`config.mk`:
```
export PLATFORM = sky130hd
export DESIGN_NAME = wreg_collector
export DESIGN_NICKNAME = d
export VERILOG_FILES = /design/src/rtl/wrc_pkg.sv /design/src/rtl/wrc_decode.sv /design/src/rtl/wrc_collector.sv /design/src/rtl/wrc_buf_table.sv /design/src/rtl/wrc_rdpath.sv /design/src/rtl/wreg_collector.sv
export SDC_FILE = /design/constraint.sdc
export NUM_CORES = 2
export LEC_CHECK = 0
export ABC_AREA = 1
export BUFFER_PORTS_ARGS = -buffer_cell sky130_fd_sc_hd__buf_2
export CORE_AREA = 8 8 734 736
export DETAILED_ROUTE_END_ITERATION = 8
export DIE_AREA = 0 0 742 744
export GPL_TIMING_DRIVEN = 1
export HOLD_SLACK_MARGIN = 0.06
export SYNTH_ARGS = -nofsm -noshare
export SYNTH_HDL_FRONTEND = slang
export SYNTH_SLANG_ARGS = --single-unit
export TNS_END_PERCENT = 100
```
`constraint.sdc`:
```
create_clock -name clk_i -period 1.6 [get_ports clk_i]
set_clock_uncertainty 0.2 [all_clocks]
set_input_delay 0.24 -clock clk_i [delete_from_list [all_inputs] [get_ports clk_i]]
set_output_delay 0.24 -clock clk_i [all_outputs]
set_load 0.05 [all_outputs]
```
`src/rtl/wrc_pkg.sv`:
```
package wrc_pkg;
  localparam int unsigned IDX_W      = 8;
  localparam int unsigned WREG_W     = 128;
  localparam int unsigned DW_W       = 32;
  localparam int unsigned QW_W       = 64;
  localparam int unsigned REG_STRIDE = 16;
  localparam int unsigned BUF_STRIDE = 8;

  typedef enum logic [1:0] {
    RGN_NONE = 2'd0,
    RGN_WIDE = 2'd1,
    RGN_BYP  = 2'd2,
    RGN_BUF  = 2'd3
  } rgn_e;

  typedef struct packed {
    rgn_e             rgn;
    logic [IDX_W-1:0] idx;
    logic [1:0]       dw;
  } dec_t;
endpackage

```
`src/rtl/wrc_decode.sv`:
```
module wrc_decode
  import wrc_pkg::*;
#(
  parameter int unsigned NUM_PAGES  = 2,
  parameter int unsigned NUM_WIDE   = 4,
  parameter int unsigned NUM_BYP    = 3,
  parameter int unsigned NUM_BUF    = 8,
  parameter int unsigned ADDR_W     = 16,
  parameter int unsigned PAGE_SHIFT = 13,
  parameter int unsigned BYP_BASE   = 'h100,
  parameter int unsigned BUF_BASE   = 'h1000
) (
  input  logic [ADDR_W-1:0] addr_i,
  input  logic              wide_i,
  output dec_t              dec_o
);
  localparam int unsigned PAGE_SIZE = 1 << PAGE_SHIFT;
  localparam int unsigned WIDE_SPAN = NUM_WIDE * REG_STRIDE;
  localparam int unsigned BYP_SPAN  = NUM_BYP * REG_STRIDE;
  localparam int unsigned BUF_SPAN  = NUM_BUF * BUF_STRIDE;

  always_comb begin
    int unsigned pg;
    int unsigned of;
    logic        aligned;
    pg      = 32'(addr_i) >> PAGE_SHIFT;
    of      = 32'(addr_i) & (PAGE_SIZE - 1);
    aligned = (addr_i[1:0] == 2'b00) && !(wide_i && addr_i[2]);
    dec_o   = '{rgn: RGN_NONE, idx: '0, dw: '0};
    if (aligned && pg < NUM_PAGES) begin
      if (of < WIDE_SPAN) begin
        dec_o.rgn = RGN_WIDE;
        dec_o.idx = IDX_W'(pg * NUM_WIDE + of / REG_STRIDE);
        dec_o.dw  = addr_i[3:2];
      end else if (!wide_i && of >= BYP_BASE && of < BYP_BASE + BYP_SPAN
                   && (of % REG_STRIDE) == 0) begin
        dec_o.rgn = RGN_BYP;
        dec_o.idx = IDX_W'(pg * NUM_BYP + (of - BYP_BASE) / REG_STRIDE);
      end else if (pg == 0 && of >= BUF_BASE && of < BUF_BASE + BUF_SPAN) begin
        dec_o.rgn = RGN_BUF;
        dec_o.idx = IDX_W'((of - BUF_BASE) / BUF_STRIDE);
        dec_o.dw  = {1'b0, addr_i[2]};
      end
    end
  end
endmodule

```
`src/rtl/wrc_collector.sv`:
```
module wrc_collector
  import wrc_pkg::*;
(
  input  logic              clk_i,
  input  logic              rst_ni,
  input  logic              wr_i,
  input  logic              wide_i,
  input  logic [1:0]        dw_i,
  input  logic [QW_W-1:0]   wdata_i,
  output logic              commit_o,
  output logic [WREG_W-1:0] commit_data_o,
  output logic [WREG_W-1:0] coll_o
);
  logic [DW_W-1:0] piece_q [4];

  // top piece: dword 3 for 32-bit, qword 1 for 64-bit
  assign commit_o = wr_i && (wide_i ? (dw_i == 2'd2) : (dw_i == 2'd3));

  always_comb begin
    if (wide_i) commit_data_o = {wdata_i, piece_q[1], piece_q[0]};
    else        commit_data_o = {wdata_i[DW_W-1:0], piece_q[2], piece_q[1], piece_q[0]};
  end

  assign coll_o = {piece_q[3], piece_q[2], piece_q[1], piece_q[0]};

  generate
    for (genvar k = 0; k < 4; k++) begin : g_piece
      logic ld32, ld64;
      assign ld32 = wr_i && !wide_i && (dw_i == 2'(k)) && (k != 3);
      assign ld64 = wr_i &&  wide_i && (dw_i == 2'd0) && (k < 2);
      always_ff @(posedge clk_i or negedge rst_ni) begin
        if (!rst_ni)   piece_q[k] <= '0;
        else if (ld32) piece_q[k] <= wdata_i[DW_W-1:0];
        else if (ld64) piece_q[k] <= wdata_i[(k%2)*DW_W +: DW_W];
      end
    end
  endgenerate
endmodule

```
`src/rtl/wrc_buf_table.sv`:
```
module wrc_buf_table
  import wrc_pkg::*;
#(
  parameter int unsigned NUM_BUF = 8
) (
  input  logic                    clk_i,
  input  logic                    rst_ni,
  input  logic                    wr_i,
  input  logic                    wide_i,
  input  logic [1:0]              dw_i,
  input  logic [IDX_W-1:0]        idx_i,
  input  logic [QW_W-1:0]         wdata_i,
  output logic [NUM_BUF*QW_W-1:0] entries_o
);
  logic [DW_W-1:0] hold_q;
  logic            commit;
  logic [QW_W-1:0] commit_data;

  assign commit      = wr_i && (wide_i ? (dw_i == 2'd0) : (dw_i == 2'd1));
  assign commit_data = wide_i ? wdata_i : {wdata_i[DW_W-1:0], hold_q};

  always_ff @(posedge clk_i or negedge rst_ni) begin
    if (!rst_ni)                             hold_q <= '0;
    else if (wr_i && !wide_i && dw_i == 2'd0) hold_q <= wdata_i[DW_W-1:0];
  end

  generate
    for (genvar e = 0; e < NUM_BUF; e++) begin : g_ent
      logic [QW_W-1:0] ent_q;
      always_ff @(posedge clk_i or negedge rst_ni) begin
        if (!rst_ni)                              ent_q <= '0;
        else if (commit && idx_i == IDX_W'(e)) ent_q <= commit_data;
      end
      assign entries_o[e*QW_W +: QW_W] = ent_q;
    end
  endgenerate
endmodule

```
`src/rtl/wrc_rdpath.sv`:
```
module wrc_rdpath
  import wrc_pkg::*;
#(
  parameter int unsigned N_WIDE = 8,
  parameter int unsigned N_BYP  = 6,
  parameter int unsigned N_BUF  = 8
) (
  input  logic                     clk_i,
  input  logic                     rst_ni,
  input  logic                     rd_i,
  input  logic                     wide_i,
  input  dec_t                     dec_i,
  input  logic [N_WIDE*WREG_W-1:0] wide_regs_i,
  input  logic [N_BYP*DW_W-1:0]    byp_regs_i,
  input  logic [N_BUF*QW_W-1:0]    buf_i,
  output logic [QW_W-1:0]          rdata_o,
  output logic [WREG_W-1:0]        shadow_o
);
  int unsigned       widx, bidx, eidx;
  logic [WREG_W-1:0] live;
  logic [DW_W-1:0]   byp_val;
  logic [QW_W-1:0]   ent_val;
  logic [QW_W-1:0]   rd_next;
  logic              snap;

  always_comb begin
    widx    = (int'(dec_i.idx) < N_WIDE) ? int'(dec_i.idx) : 0;
    bidx    = (int'(dec_i.idx) < N_BYP)  ? int'(dec_i.idx) : 0;
    eidx    = (int'(dec_i.idx) < N_BUF)  ? int'(dec_i.idx) : 0;
    live    = wide_regs_i[widx*WREG_W +: WREG_W];
    byp_val = byp_regs_i[bidx*DW_W +: DW_W];
    ent_val = buf_i[eidx*QW_W +: QW_W];
  end

  assign snap = rd_i && dec_i.rgn == RGN_WIDE && dec_i.dw == 2'd0;

  always_comb begin
    rd_next = '0;
    if (rd_i) begin
      unique case (dec_i.rgn)
        RGN_WIDE: begin
          if (dec_i.dw == 2'd0)
            rd_next = wide_i ? live[QW_W-1:0] : {32'h0, live[DW_W-1:0]};
          else if (wide_i)
            rd_next = shadow_o[WREG_W-1:QW_W];
          else
            rd_next = {32'h0, shadow_o[dec_i.dw*DW_W +: DW_W]};
        end
        RGN_BYP:  rd_next = {32'h0, byp_val};
        RGN_BUF: begin
          if (wide_i)               rd_next = ent_val;
          else if (dec_i.dw[0])     rd_next = {32'h0, ent_val[QW_W-1:DW_W]};
          else                      rd_next = {32'h0, ent_val[DW_W-1:0]};
        end
        default:  rd_next = '0;
      endcase
    end
  end

  always_ff @(posedge clk_i or negedge rst_ni) begin
    if (!rst_ni) begin
      rdata_o  <= '0;
      shadow_o <= '0;
    end else begin
      rdata_o <= rd_next;
      if (snap) shadow_o <= live;
    end
  end
endmodule

```
`src/rtl/wreg_collector.sv`:
```
module wreg_collector
  import wrc_pkg::*;
#(
  parameter int unsigned NUM_PAGES  = 2,
  parameter int unsigned NUM_WIDE   = 4,
  parameter int unsigned NUM_BYP    = 3,
  parameter int unsigned NUM_BUF    = 8,
  parameter int unsigned ADDR_W     = 16,
  parameter int unsigned PAGE_SHIFT = 13,
  parameter int unsigned BYP_BASE   = 'h100,
  parameter int unsigned BUF_BASE   = 'h1000
) (
  input  logic                                clk_i,
  input  logic                                rst_ni,
  input  logic                                we_i,
  input  logic                                re_i,
  input  logic                                wide_i,
  input  logic [ADDR_W-1:0]                   addr_i,
  input  logic [63:0]                         wdata_i,
  output logic [63:0]                         rdata_o,
  output logic [NUM_PAGES*NUM_WIDE*128-1:0]   wide_regs_o,
  output logic [NUM_PAGES*NUM_BYP*32-1:0]     byp_regs_o,
  output logic [NUM_BUF*64-1:0]               buf_tbl_o
);
  localparam int unsigned N_WIDE = NUM_PAGES * NUM_WIDE;
  localparam int unsigned N_BYP  = NUM_PAGES * NUM_BYP;

  dec_t              dec;
  logic              wr_wide, wr_byp, wr_buf;
  logic              commit;
  logic [WREG_W-1:0] commit_data;
  logic [WREG_W-1:0] coll_q;
  logic [WREG_W-1:0] shadow_q;

  wrc_decode #(
    .NUM_PAGES (NUM_PAGES),
    .NUM_WIDE  (NUM_WIDE),
    .NUM_BYP   (NUM_BYP),
    .NUM_BUF   (NUM_BUF),
    .ADDR_W    (ADDR_W),
    .PAGE_SHIFT(PAGE_SHIFT),
    .BYP_BASE  (BYP_BASE),
    .BUF_BASE  (BUF_BASE)
  ) u_dec (
    .addr_i(addr_i),
    .wide_i(wide_i),
    .dec_o (dec)
  );

  assign wr_wide = we_i && dec.rgn == RGN_WIDE;
  assign wr_byp  = we_i && dec.rgn == RGN_BYP;
  assign wr_buf  = we_i && dec.rgn == RGN_BUF;

  wrc_collector u_coll (
    .clk_i        (clk_i),
    .rst_ni       (rst_ni),
    .wr_i         (wr_wide),
    .wide_i       (wide_i),
    .dw_i         (dec.dw),
    .wdata_i      (wdata_i),
    .commit_o     (commit),
    .commit_data_o(commit_data),
    .coll_o       (coll_q)
  );

  generate
    for (genvar g = 0; g < N_WIDE; g++) begin : g_wide
      logic [WREG_W-1:0] reg_q;
      always_ff @(posedge clk_i or negedge rst_ni) begin
        if (!rst_ni)                              reg_q <= '0;
        else if (commit && dec.idx == IDX_W'(g)) reg_q <= commit_data;
      end
      assign wide_regs_o[g*WREG_W +: WREG_W] = reg_q;
    end

    for (genvar g = 0; g < N_BYP; g++) begin : g_byp
      logic [DW_W-1:0] reg_q;
      always_ff @(posedge clk_i or negedge rst_ni) begin
        if (!rst_ni)                              reg_q <= '0;
        else if (wr_byp && dec.idx == IDX_W'(g)) reg_q <= wdata_i[DW_W-1:0];
      end
      assign byp_regs_o[g*DW_W +: DW_W] = reg_q;
    end
  endgenerate

  wrc_buf_table #(
    .NUM_BUF(NUM_BUF)
  ) u_buf (
    .clk_i    (clk_i),
    .rst_ni   (rst_ni),
    .wr_i     (wr_buf),
    .wide_i   (wide_i),
    .dw_i     (dec.dw),
    .idx_i    (dec.idx),
    .wdata_i  (wdata_i),
    .entries_o(buf_tbl_o)
  );

  wrc_rdpath #(
    .N_WIDE(N_WIDE),
    .N_BYP (N_BYP),
    .N_BUF (NUM_BUF)
  ) u_rd (
    .clk_i      (clk_i),
    .rst_ni     (rst_ni),
    .rd_i       (re_i),
    .wide_i     (wide_i),
    .dec_i      (dec),
    .wide_regs_i(wide_regs_o),
    .byp_regs_i (byp_regs_o),
    .buf_i      (buf_tbl_o),
    .rdata_o    (rdata_o),
    .shadow_o   (shadow_q)
  );
endmodule

```
==> flow_summary.yaml <==
cts:
  cts_buffers: 264
  htreeDepth: 5
  clk_latency_ps: 980
  clockBufferDepth: 4
  clkTransAtPathRegs_ps: 60
  cts_tree: "done"
  root_buffer: "clkbuf_16"
  cts.sinks: 2016
worst_setup_path:
  cp_top_family: "buffers and inverters"
  path_class: "in2reg"
  critPathArrivalTime_ps: 4300
  crit_buf_inv: 8
  crit_path_start: "addr_i[14]"
  slowest_stage: "fa_2"
  critical_path.startpoint_type: "input pin"
  timing.rr.start: "u_rd.shadow_o[125]"
  cp_max_fo: 13
  max_stage_delay_ps: 370
  crit_top_cell: "buf_12"
  required_ps: 2240
  endpoint_kind: "register"
synth:
  yosysTopAreaCellShare: 0.528
  netlist_area_um2: 95500
  ys_seq_area_frac: 0.528
  synthTopCellsByArea: "dfrtp_1 (53%), nand2_1 (13%), o21ai_1 (6.1%)"
  syn_inst: 12000
  synthArstFlopShare: 1.00
  ys_ff_latch: 2016
  synth-edff-count: 0
  syn_area_per_cell_um2: 7.97
  ys.warnings.count: 0
  syn_nets: 12100
  synth_largest_area_cell: "dfrtp_1"
  ys_types: 47
  ys.flop_type: "dfrtp_1"
power:
  ir_worst_vdd_mv: 0.780
  power_density_nw_per_um2: 779
  leakage_uw: 0.0766
timing:
  grt_setup_unrepaired: "true"
  setup_viol: 3808
  fin_tns_setup_ps: -4317440
  fin_crit_sh: 2.29
  hold_slack_ps: 128
  max_freq_mhz: 273
  fin_ws_ps: -2060
  worst_slew_pin_slew_ps: 1200
  fin_crit_ps: 3660
  finalMaxSlewViolations: 0
  finalHoldViolCount: 0
  maxSlewHeadroom: 0.200
finish:
  utilization: 0.294
  finalInstanceArea_um2: 155000
  layout_commonest_cell: "nand2_1"
  drive_gt1_frac: 0.358
  area_delta_synth_final_pct: 62.3
  nets: 16100
  final_cell_mix: "nand2_1 (3147), dfrtp_1 (2016), buf_4 (1999)"
  stdcell_count: 23300
floorplan:
  die_h_um: 744
  fp-row-count: 267
  die_x_um: 742
  die-area_um2: 552000
  pin_count: 1877
  initial_core_util: 0.181
  core_um2: 527000
place:
  portBuffers: 1876
  place_area_um2: 139000
  place_inst: 22500
  place_congestion: 1.01
  dp_hpwl_um: 654000
outcome:
  violations: "antenna violations, negative setup slack"
  status: "finished with violations"
grt:
  grt_max_degree: 80
  overflow: 0
  first_global_vias: 105000
  grt_first_pass_wirelength_um: 1040000
  antenna_found_initial: 121
  grt_usage: 0.280
detailed_routing:
  drt-wirelength-per-cell_um: 35.2
  drc: 0
  drtAntennaViolNets: 1
  vias_per_cell: 4.78
  num_vias: 111000
  drt_iter0_drc: 13800
  wl_um: 818000
  first_pass_iters: 7
hold_path:
  hold_class: "in2reg"
  hp-start: "wdata_i[31]"
run:
  drv_cap: 0
-- stage by stage --
| step | setup slack [ps] | power (µW) |
|---|---|---|
| 6_report | -2060 | 121000 |
| 5_1_grt | -2080 | 124000 |
| 4_1_cts | -1920 | 122000 |
| 3_5_place_dp | -3680 | 58500 |
| 3_3_place_gp | -3710 | 58600 |
| 2_1_floorplan | -1680 | 53000 |
-- worst register-to-register path, cell delays in order, from the launching register on --
cell        delay, ps
dfrtp_1           380
inv_1             100
a21oi_1           160
buf_4             150
o221ai_1          110
a21oi_1           260
buf_4             230
nand2_1            80
nand2_2            90
clkinvlp_4        250
a21oi_2           200
-- metal layers --
layer	part of all wire	global-route usage
met5	0.00020	0
met1	0.39	0.345
met3	0.12	0.104
met2	0.41	0.411
met4	0.082	0.181
-- flip-flops by register name, indices dropped and copies added (netlist names) --
register / count
u_rd.shadow_o: 96
u_coll.coll_o: 96
u_buf.hold_q: 32
u_rd.rdata_o: 64
g_byp.reg_q: 192
g_wide.reg_q: 1024
u_buf.g_ent.ent_q: 512
-- final timing paths --
check | to | slack (ps) | depth (start not counted)
max in group asynchronous | u_rd.rdata_o[25] | 40 | 7
setup reg to reg | u_rd.rdata_o[29] | -720 | 10
hold / removal | u_coll.coll_o[31] | 130 | 4
setup / recovery | u_rd.shadow_o[76] | -2060 | 25
hold reg to reg | u_rd.shadow_o[45] | 290 | 2
min in group asynchronous | u_buf.g_ent[7].ent_q[48] | 330 | 5
-- cells by family after synthesis --
kind of cell,count (synthesis),synth area share
and+or+nand+nor,5108,0.225
xor gates and xnor gates,4,0.000367
adders and majority gates,20,0.00286
DFF,2016,0.528
muxes,4,0.000419
AOI/OAI and AO/OA,2755,0.155
buffers and inverters,2075,0.0881
-- power by group --
part / switching, µW / internal [µW]
Sequential: 18.2 / 51000
Clock: 26600 / 36200
Combinational: 4950 / 1940
Total: 31600 / 89200
-- layout make-up --
class	instances	area [µm²]
fill	56200	372000
sequential	2016	50400
timing repair buffer	4711	42100
multi-input combinational	7891	40300
tap	6994	8750
clock buffer	377	7670
inverter	1131	4320
clock inverter	91	1160
antenna	70	175
-- cells in the mapped netlist, drive strengths merged (5+ instances only) --
library cell,n
a21oi,282
a31oi,5
buf,523
clkbuf,421
dfrtp,2016
ha,17
inv,1131
nand2,3362
nand3,794
nand3b,7
nand4,375
nor2,502
nor3,7
o211ai,125
o21a,9
o21ai,2135
o221ai,174
o22ai,20
or2,59
-- timing repair --
action	in CTS	in global routing
setup buffers	75	49
setup endpoints to repair	3808	3808
hold buffers	95	0
cloned	35	28
pin swaps	81	154
endpoints found under the hold margin	3504	0
gates resized for setup	557	424
Power figures use the tool's default switching activity.
